<file path="src/rtl/slip_pkg.sv">
package slip_pkg;

  // Strobes issued by the control each cycle to the datapath.
  typedef struct packed {
    logic putAcc;
    logic getAcc;
    logic evalNow;
    logic incLimit;
    logic decLimit;
  } slipStrobe_t;

endpackage

</file>
<file path="src/rtl/slip_dpath.sv">
module slip_dpath
  import slip_pkg::*;
#(
  parameter int MAX_LIMIT  = 16,
  parameter int INIT_LIMIT = 4,
  parameter int WINDOW     = 64,
  localparam int LIM_W     = $clog2(MAX_LIMIT + 1),
  localparam int WIN_W     = $clog2(WINDOW),
  localparam int EVT_W     = WIN_W + 2
) (
  input  logic             clk,
  input  logic             rstN,
  input  slipStrobe_t      st,
  input  logic             lateEvt,
  input  logic             usefulEvt,
  input  logic             pfBufFull,
  output logic [LIM_W-1:0] occ,
  output logic [LIM_W-1:0] limit,
  output logic             winLast,
  output logic [EVT_W-1:0] lateNext,
  output logic [EVT_W-1:0] usefulNext
);

  logic [LIM_W-1:0] occQ;
  logic [LIM_W-1:0] limitQ;
  logic [WIN_W-1:0] getCntQ;
  logic [EVT_W-1:0] lateQ;
  logic [EVT_W-1:0] usefulQ;

  // Saturating event tally, so a burst of events never wraps.
  function automatic logic [EVT_W-1:0] satBump(input logic [EVT_W-1:0] cnt, input logic hit);
    if (hit && (cnt != {EVT_W{1'b1}})) return cnt + EVT_W'(1);
    return cnt;
  endfunction

  assign lateNext   = satBump(lateQ, lateEvt);
  assign usefulNext = satBump(usefulQ, usefulEvt);
  assign winLast    = (getCntQ == WIN_W'(WINDOW - 1));
  assign occ        = occQ;
  assign limit      = limitQ;

  always_ff @(posedge clk) begin
    if (!rstN) begin
      occQ    <= '0;
      limitQ  <= LIM_W'(INIT_LIMIT);
      getCntQ <= '0;
      lateQ   <= '0;
      usefulQ <= '0;
    end else begin
      case ({st.putAcc, st.getAcc})
        2'b10:   occQ <= occQ + LIM_W'(1);
        2'b01:   occQ <= occQ - LIM_W'(1);
        default: occQ <= occQ;
      endcase

      if (st.getAcc) getCntQ <= winLast ? '0 : getCntQ + WIN_W'(1);

      if (st.evalNow) begin
        lateQ   <= '0;
        usefulQ <= '0;
      end else begin
        lateQ   <= lateNext;
        usefulQ <= usefulNext;
      end

      if (st.incLimit)      limitQ <= limitQ + LIM_W'(1);
      else if (st.decLimit) limitQ <= limitQ - LIM_W'(1);
    end
  end

  p_limit_range_r9: assert property (@(posedge clk) disable iff (!rstN)
    (limitQ >= LIM_W'(1)) && (limitQ <= LIM_W'(MAX_LIMIT)));

  p_limit_hold_r5: assert property (@(posedge clk) disable iff (!rstN)
    !st.evalNow |=> $stable(limitQ));

  p_full_hold_r6: assert property (@(posedge clk) disable iff (!rstN)
    (st.evalNow && pfBufFull) |=> $stable(limitQ));

  p_step_one_r7: assert property (@(posedge clk) disable iff (!rstN)
    st.evalNow |=> (limitQ == $past(limitQ)) ||
                   (limitQ == $past(limitQ) + LIM_W'(1)) ||
                   (limitQ == $past(limitQ) - LIM_W'(1)));

  p_occ_bound_r11: assert property (@(posedge clk) disable iff (!rstN)
    occQ <= limitQ);

endmodule

</file>
<file path="src/rtl/slip_ctrl.sv">
module slip_ctrl
  import slip_pkg::*;
#(
  parameter int MAX_LIMIT = 16,
  parameter int WINDOW    = 64,
  localparam int LIM_W    = $clog2(MAX_LIMIT + 1),
  localparam int WIN_W    = $clog2(WINDOW),
  localparam int EVT_W    = WIN_W + 2
) (
  input  logic             clk,
  input  logic             rstN,
  input  logic             putReq,
  input  logic             getReq,
  input  logic             pfBufFull,
  input  logic [LIM_W-1:0] occ,
  input  logic [LIM_W-1:0] limit,
  input  logic             winLast,
  input  logic [EVT_W-1:0] lateNext,
  input  logic [EVT_W-1:0] usefulNext,
  output slipStrobe_t      st,
  output logic             putAck,
  output logic             getAck
);

  logic wantMore;
  logic judge;

  // Twice the late count against the useful count, one bit wider.
  assign wantMore = ({lateNext, 1'b0} > {1'b0, usefulNext});

  always_comb begin
    st.putAcc   = putReq && (occ < limit);
    st.getAcc   = getReq && (occ != '0);
    st.evalNow  = st.getAcc && winLast;
    judge       = st.evalNow && !pfBufFull;
    st.incLimit = judge &&  wantMore && (limit != LIM_W'(MAX_LIMIT));
    st.decLimit = judge && !wantMore && (limit != LIM_W'(1));
  end

  assign putAck = st.putAcc;
  assign getAck = st.getAcc;

  p_put_gate_r2: assert property (@(posedge clk) disable iff (!rstN)
    putAck |-> (occ < limit));

  p_get_gate_r3: assert property (@(posedge clk) disable iff (!rstN)
    getAck |-> (occ != '0));

  p_one_way_r8: assert property (@(posedge clk) disable iff (!rstN)
    !(st.incLimit && st.decLimit));

endmodule

</file>
<file path="src/rtl/slip_ctrl_queue.sv">
module slip_ctrl_queue
  import slip_pkg::*;
#(
  parameter int MAX_LIMIT  = 16,
  parameter int INIT_LIMIT = 4,
  parameter int WINDOW     = 64,
  localparam int LIM_W     = $clog2(MAX_LIMIT + 1),
  localparam int WIN_W     = $clog2(WINDOW),
  localparam int EVT_W     = WIN_W + 2
) (
  input  logic             clk,
  input  logic             rstN,
  input  logic             putReq,
  output logic             putAck,
  input  logic             getReq,
  output logic             getAck,
  input  logic             lateEvt,
  input  logic             usefulEvt,
  input  logic             pfBufFull,
  output logic [LIM_W-1:0] slipLimit,
  output logic [LIM_W-1:0] occupancy
);

  slipStrobe_t      st;
  logic             winLast;
  logic [EVT_W-1:0] lateNext;
  logic [EVT_W-1:0] usefulNext;

  slip_ctrl #(.MAX_LIMIT(MAX_LIMIT), .WINDOW(WINDOW)) uCtrl (
    .clk(clk), .rstN(rstN), .putReq(putReq), .getReq(getReq),
    .pfBufFull(pfBufFull), .occ(occupancy), .limit(slipLimit),
    .winLast(winLast), .lateNext(lateNext), .usefulNext(usefulNext),
    .st(st), .putAck(putAck), .getAck(getAck)
  );

  slip_dpath #(.MAX_LIMIT(MAX_LIMIT), .INIT_LIMIT(INIT_LIMIT), .WINDOW(WINDOW)) uDpath (
    .clk(clk), .rstN(rstN), .st(st), .lateEvt(lateEvt),
    .usefulEvt(usefulEvt), .pfBufFull(pfBufFull), .occ(occupancy),
    .limit(slipLimit), .winLast(winLast), .lateNext(lateNext),
    .usefulNext(usefulNext)
  );

endmodule

</file>
<file path="config.mk">
export PLATFORM = sky130hd
export DESIGN_NAME = slip_ctrl_queue
export DESIGN_NICKNAME = d
export VERILOG_FILES = /design/src/rtl/slip_pkg.sv /design/src/rtl/slip_dpath.sv /design/src/rtl/slip_ctrl.sv /design/src/rtl/slip_ctrl_queue.sv
export SDC_FILE = /design/constraint.sdc
export NUM_CORES = 1
export LEC_CHECK = 0
export BUFFER_PORTS_ARGS = -buffer_cell sky130_fd_sc_hd__buf_2
export CORE_UTILIZATION = 55
export DETAILED_ROUTE_END_ITERATION = 7
export PLACE_DENSITY = 0.75
export SYNTH_ARGS = -nofsm -noshare
export SYNTH_HDL_FRONTEND = slang
export SYNTH_SLANG_ARGS = --single-unit
</file>
<file path="constraint.sdc">
create_clock -name clk -period 7.45 [get_ports clk]
set_input_delay 0.745 -clock clk [delete_from_list [all_inputs] [get_ports clk]]
set_output_delay 0.745 -clock clk [all_outputs]
set_load 0.03 [all_outputs]
</file>
## Word-level counts from Yosys, hierarchy flattened

Index checks and enable logic that the tools add are counted.

- Memory bits (writable): 0
- Register bits after elaboration: 32
- Latch bits: 0
- Output and inout port bits: 12
- Memory bits (read-only): 0
- Word-level logic and storage cells: 48
- Memories: 0

- Mux-type cells: 10
- Div/mod/pow operators: 0
- Reductions and logical operators: 16
- Bitwise gates (word level): 1
- $mul: 0
- Shift operators: 0
- Add/sub/neg operators: 7
- Equality and inequality tests: 7
- Magnitude comparators: 2

Operator list:

| operator | count |
|---|---|
| 2-to-1 mux 8 bit | 4 |
| adder 8 x 1 -> 8 bit (second input constant) | 2 |
| inequality test 8 bit (second input constant) | 2 |
| adder 5 x 1 -> 5 bit (second input constant) | 2 |
| logical AND 1 bit | 10 |
| 2-to-1 mux 5 bit | 2 |
| case mux 5 bit (2 select lines) | 1 |
| subtractor 5 x 1 -> 5 bit (second input constant) | 2 |
| > comparator 9 x 8 -> 1 bit | 1 |
| adder 6 x 1 -> 6 bit (second input constant) | 1 |
| == test 6 bit (second input constant) | 1 |
| 2-to-1 mux 6 bit | 1 |
| < comparator 5 bit | 1 |
| inequality test 5 x 1 -> 1 bit (second input constant) | 1 |
| inequality test 5 bit (second input constant) | 1 |
| nonzero test 5 bit | 1 |
| nonzero test 2 bit | 2 |
| == test 2 x 1 -> 1 bit (second input constant) | 1 |
| == test 2 bit (second input constant) | 1 |
| zero test 1 bit | 2 |
| 2-to-1 mux 1 bit | 2 |
| OR reduction 2 bit | 1 |
| NOT 1 bit | 1 |

## Depth between registers and ports, before layout

- Depth in word-level cells: 10
- Gate-level depth with buffers: 16

## By module

A second synthesis with hierarchy kept.

- Cell total of the unflattened synthesis: 253
- Area total of the unflattened synthesis: 2247.2 um2

By module, submodules not included:

| module | cells each | seq. area each (um2) | area each (um2) | times used |
|---|---|---|---|---|
| slip_dpath | 203 | 640.6 | 1864.3 | 1 |
| slip_ctrl | 50 | 0.0 | 382.9 | 1 |

## Worst setup path before layout

Ideal clock, no wire load.

- Kind: flip-flop to flip-flop
- Start: register uDpath.usefulQ[0]
- End: register uDpath.limitQ[2] (netlist: uDpath.limit[2])
- Arrival time: 3.004 ns
- Period minus slack after synthesis: 3.127 ns
- Setup time: 0.123 ns
- Cell stages (with the launch flop): 14
- Buffers on the path: 0
- Setup slack: 4.323 ns
- Cell sequence: dfxtp_1 ha_1 nand3_1 o31ai_1 nor2_1 nand3_1 xor2_1 ha_1 nand4_1 o21ai_0 a211oi_1 o21ai_4 mux2i_1 mux2_1

- Cells in the longest elaborated chain, start to end: 9

RTL lines:

| item | RTL line | text |
|---|---|---|
| from (decl) | slip_dpath.sv:28 | `logic [EVT_W-1:0] usefulQ;` |
| from (signal assigned) | slip_dpath.sv:63 | `usefulQ <= usefulNext;` |
| parallel branches: the longest is 3 deep, another holds adder 8 x 1 -> 8 bit | -- |  |
| 2-to-1 mux 8 bit (*) | slip_dpath.sv:33 | `return cnt;` |
| > comparator 9 x 8 -> 1 bit (*) | slip_ctrl.sv:29 | `assign wantMore = ({lateNext, 1'b0} > {1'b0, usefulNext});` |
| zero test 1 bit | slip_ctrl.sv:37 | `st.decLimit = judge && !wantMore && (limit != LIM_W'(1));` |
| logical AND 1 bit (2 in series) | slip_ctrl.sv:37 |  |
| nonzero test 2 bit (no source line) | -- |  |
| to (signal assigned) | slip_dpath.sv:45 | `limitQ <= LIM_W'(INIT_LIMIT);` |
| to (signal assigned) | slip_dpath.sv:66 | `if (st.incLimit) limitQ <= limitQ + LIM_W'(1);` |
| to (signal assigned) | slip_dpath.sv:67 | `else if (st.decLimit) limitQ <= limitQ - LIM_W'(1);` |
| to (decl) | slip_dpath.sv:25 | `logic [LIM_W-1:0] limitQ;` |

Every way passes the cells marked *. The select of a mux whose other input is x is not followed.
A chain may end at the register's enable or synchronous reset.

## Worst setup path in the final report

Ends and elaborated chain as after synthesis.

==> flow_summary.ini <==
[synth]
synth_cells = 235
synth_flop_cell = dfxtp_1
syn_nets = 264
ys_seq_area_frac = 0.322
synth-edff-count = 0
synthArstFlopShare = 0
synth_cell_types = 45
ys_ff_latch = 32
syn_area_per_cell_um2 = 8.46
syn-cell-area_um2 = 1990
ys_warn_count = 0

[setup_path]
crit_type = reg -> reg
crit_start = uDpath.usefulQ[0]$_SDFF_PP0_
reg2reg_slack_ns = 3.97
critPathLaunchType = flip-flop
cp.required_ns = 7.68
end_kind = flip-flop
cp_slowest_stage_delay_ns = 0.52
r2r_end = uDpath.limit[2]$_SDFFE_PN1P_
r2r-start = uDpath.usefulQ[0]$_SDFF_PP0_
crit_arrival_ns = 3.71
critical_path_buf_inv_count = 0
reg2reg_depth = 13
cpMaxStageDelayCell = a211oi_1
path_cells = ha_1, nand3_1, o31ai_1, nor2_1, nand3_1, xor2_1, ha_1, nand4_1, o21ai_0, a211oi_1, o21ai_4, mux2i_1, mux2_1
critical_path.top_delay_family = compound AO/OA/AOI/OAI gates
cp_max_fo = 7

[layout]
final_layout_size_suffix_gt1_frac = 0.125
final_cells = 303
multi_input_area_um2 = 1280
seqCellArea_um2 = 641
final_util = 0.648
syn2layout_area_growth_pct = 10.4
nFillCells = 286
fin_nets = 285
antenna_cells = 0

[clocking]
ctsHoldBuffers = 0
clock_sinks = 32
clockRootBuffer = clkbuf_4
postCtsSetupRepairBufs = 0
clock_latency_ns = 0.34
ctsResizeCount = 0
clk_path_buf_depth = 2
cts_buffers = 5
htree_num_levels = 2
path_clk_slew_ns = 0.10
cts_tree = built

[detailed_routing]
antenna_left = 0
wl_per_cell_um = 12.5
finalWirelength_um = 3800
drc = 0
wl_met2_um = 1610
vias = 1637
wl_met3_um = 117
dr.first_iter.drc_count = 124
firstDrtPassIters = 4
top_layer = met4
vias_per_cell = 5.40
met1Wirelength_um = 1990

[floorplanning]
row_count = 21
die_y_um = 62.1
core-area_um2 = 3390
start_util = 0.587
die_area_um2 = 3860
die_w_um = 62.1
ios = 19

[sta]
period_needed_ns = 3.48
fin_skew_ns = 0.0139
period_share = 0.467
max_freq_mhz = 287
setup_viol = 0
setup-tns-final_ns = 0
rsz0062_at_grt = no
slew_viol_final = 0
max_slew_margin = 0.494
timing.hold.ws_ns = 0.513
worstMarginPinSlew_ns = 0.759
hold_viol = 0

[placed_design]
dp.cells = 295
hpwl_um = 2910
gp_congestion = 0.875
port_buffers = 18

[worst_hold_path]
holdPathEnd = uDpath.getCntQ[5]$_SDFFE_PN0P_
min-delay-start = uDpath.getCntQ[5]$_SDFFE_PN0P_
hold_path_class = reg -> reg
hold_depth = 2

[global_route]
grt_max_degree = 20
grt_pass1_vias = 1530
antenna_found_initial = 0
grt.overflow.total = 0
grt_pass1_wl_um = 6800
track_usage = 0.221

[power_and_ir_drop]
ir_drop_mv = 0.255
pwr_density_cell_nw_per_um2 = 269
leakage_nw = 0.934

[outcome]
status = finished, final reports clean

[run]
drv_cap = 0
==> stage by stage <==
stage / power, mW / worst slack, ns / cell area [um2]
detailed placement: 0.464 / 3.95 / 2120
CTS: 0.596 / 3.94 / 2200
floorplan: 0.413 / 4.32 / 1990
global route: 0.639 / 3.53 / 2200
finish: 0.591 / 3.97 / 2200
global placement: 0.459 / 4.08 / 2120
==> sequential cells by signal, indices dropped and copies added, names as in the netlist <==
signal and count:
uDpath.lateQ 8, uDpath.getCntQ 6, uDpath.usefulQ 8, uDpath.occ 5, uDpath.limit 5
==> placed cells by master (no fill, tap or decap), types with 7 or more instances in the layout <==
cell,count
ha_1,21
nor2b_1,10
nand2_1,24
inv_1,12
nand3_1,11
dfxtp_1,32
buf_2,18
nor2_1,29
xnor2_1,9
a21oi_1,11
mux2i_1,7
xor2_1,10
nor3_1,7
==> layout make-up <==
type | instances | share of cell area
Sequential cell | 32 | 0.292
Clock inverter | 2 | 0.0160
Timing Repair Buffer | 18 | 0.0410
Inverter | 13 | 0.0222
Clock buffer | 6 | 0.0188
Multi-Input combinational cell | 186 | 0.584
Tap cell | 46 | 0.0262
==> logic make-up (layout without fill, tap and decap cells) <==
| group | count (synthesis) | after routing | synth area share |
|---|---|---|---|
| XOR/XNOR | 19 | 19 | 0.0837 |
| AO/OA/AOI/OAI | 36 | 36 | 0.129 |
| flip-flops | 32 | 32 | 0.322 |
| AND/OR/NAND/NOR | 100 | 100 | 0.242 |
| buffers and inverters | 17 | 39 | 0.0327 |
| adder cells (fa/ha/maj) | 22 | 22 | 0.142 |
| multiplexers | 9 | 9 | 0.0485 |
==> tightest hold or removal path, delay by kind of cell, from the launching register on <==
kind / cells / cell delay [ns]
flip-flops: 1 / 0.34
AO/OA/AOI/OAI: 2 / 0.14
==> power by group <==
group	internal [mW]	total (mW)	switching, mW
Combinational	0.0985	0.248	0.149
Clock	0.0703	0.132	0.0616
Sequential	0.189	0.211	0.0224
Total	0.358	0.591	0.233
==> per-layer routing <==
metal  up-vias  GRT usage
li1        866          -
met2        23      0.348
met1       740      0.288
met3         8     0.0496
met5         -          0
met4         0     0.0959
==> how the worst max path moves through the flow <==
stage               cells after the start  slack (ns)                      endpoint
floorplan                              13        4.32  uDpath.limit[2]$_SDFFE_PN1P_
global placement                       13        4.08  uDpath.limit[2]$_SDFFE_PN1P_
detailed placement                     13        3.95  uDpath.limit[2]$_SDFFE_PN1P_
CTS                                    13        3.94  uDpath.limit[2]$_SDFFE_PN1P_
global route                           13        3.53  uDpath.limit[2]$_SDFFE_PN1P_
finish                                 13        3.97  uDpath.limit[2]$_SDFFE_PN1P_
==> synth_stat cells (all sizes together) (2+ instances only) <==
master	instances	area [um2]
and3	4	25.0
mux2i	7	70.1
a21oi	11	55.1
o21ai	8	55.1
a21o	2	16.3
nor2	29	109
a211oi	3	27.5
dfxtp	32	641
and2	2	12.5
mux2	2	26.3
ha	21	263
nand4	6	37.5
nand2	24	90.1
nor3	7	35.0
xor2	10	87.6
a21boi	2	15.0
nand3	11	55.1
and3b	2	17.5
clkbuf	3	11.3
inv	12	45.0
xnor2	9	78.8
nor2b	10	62.6
No activity file was read; power rests on OpenSTA's default activity.
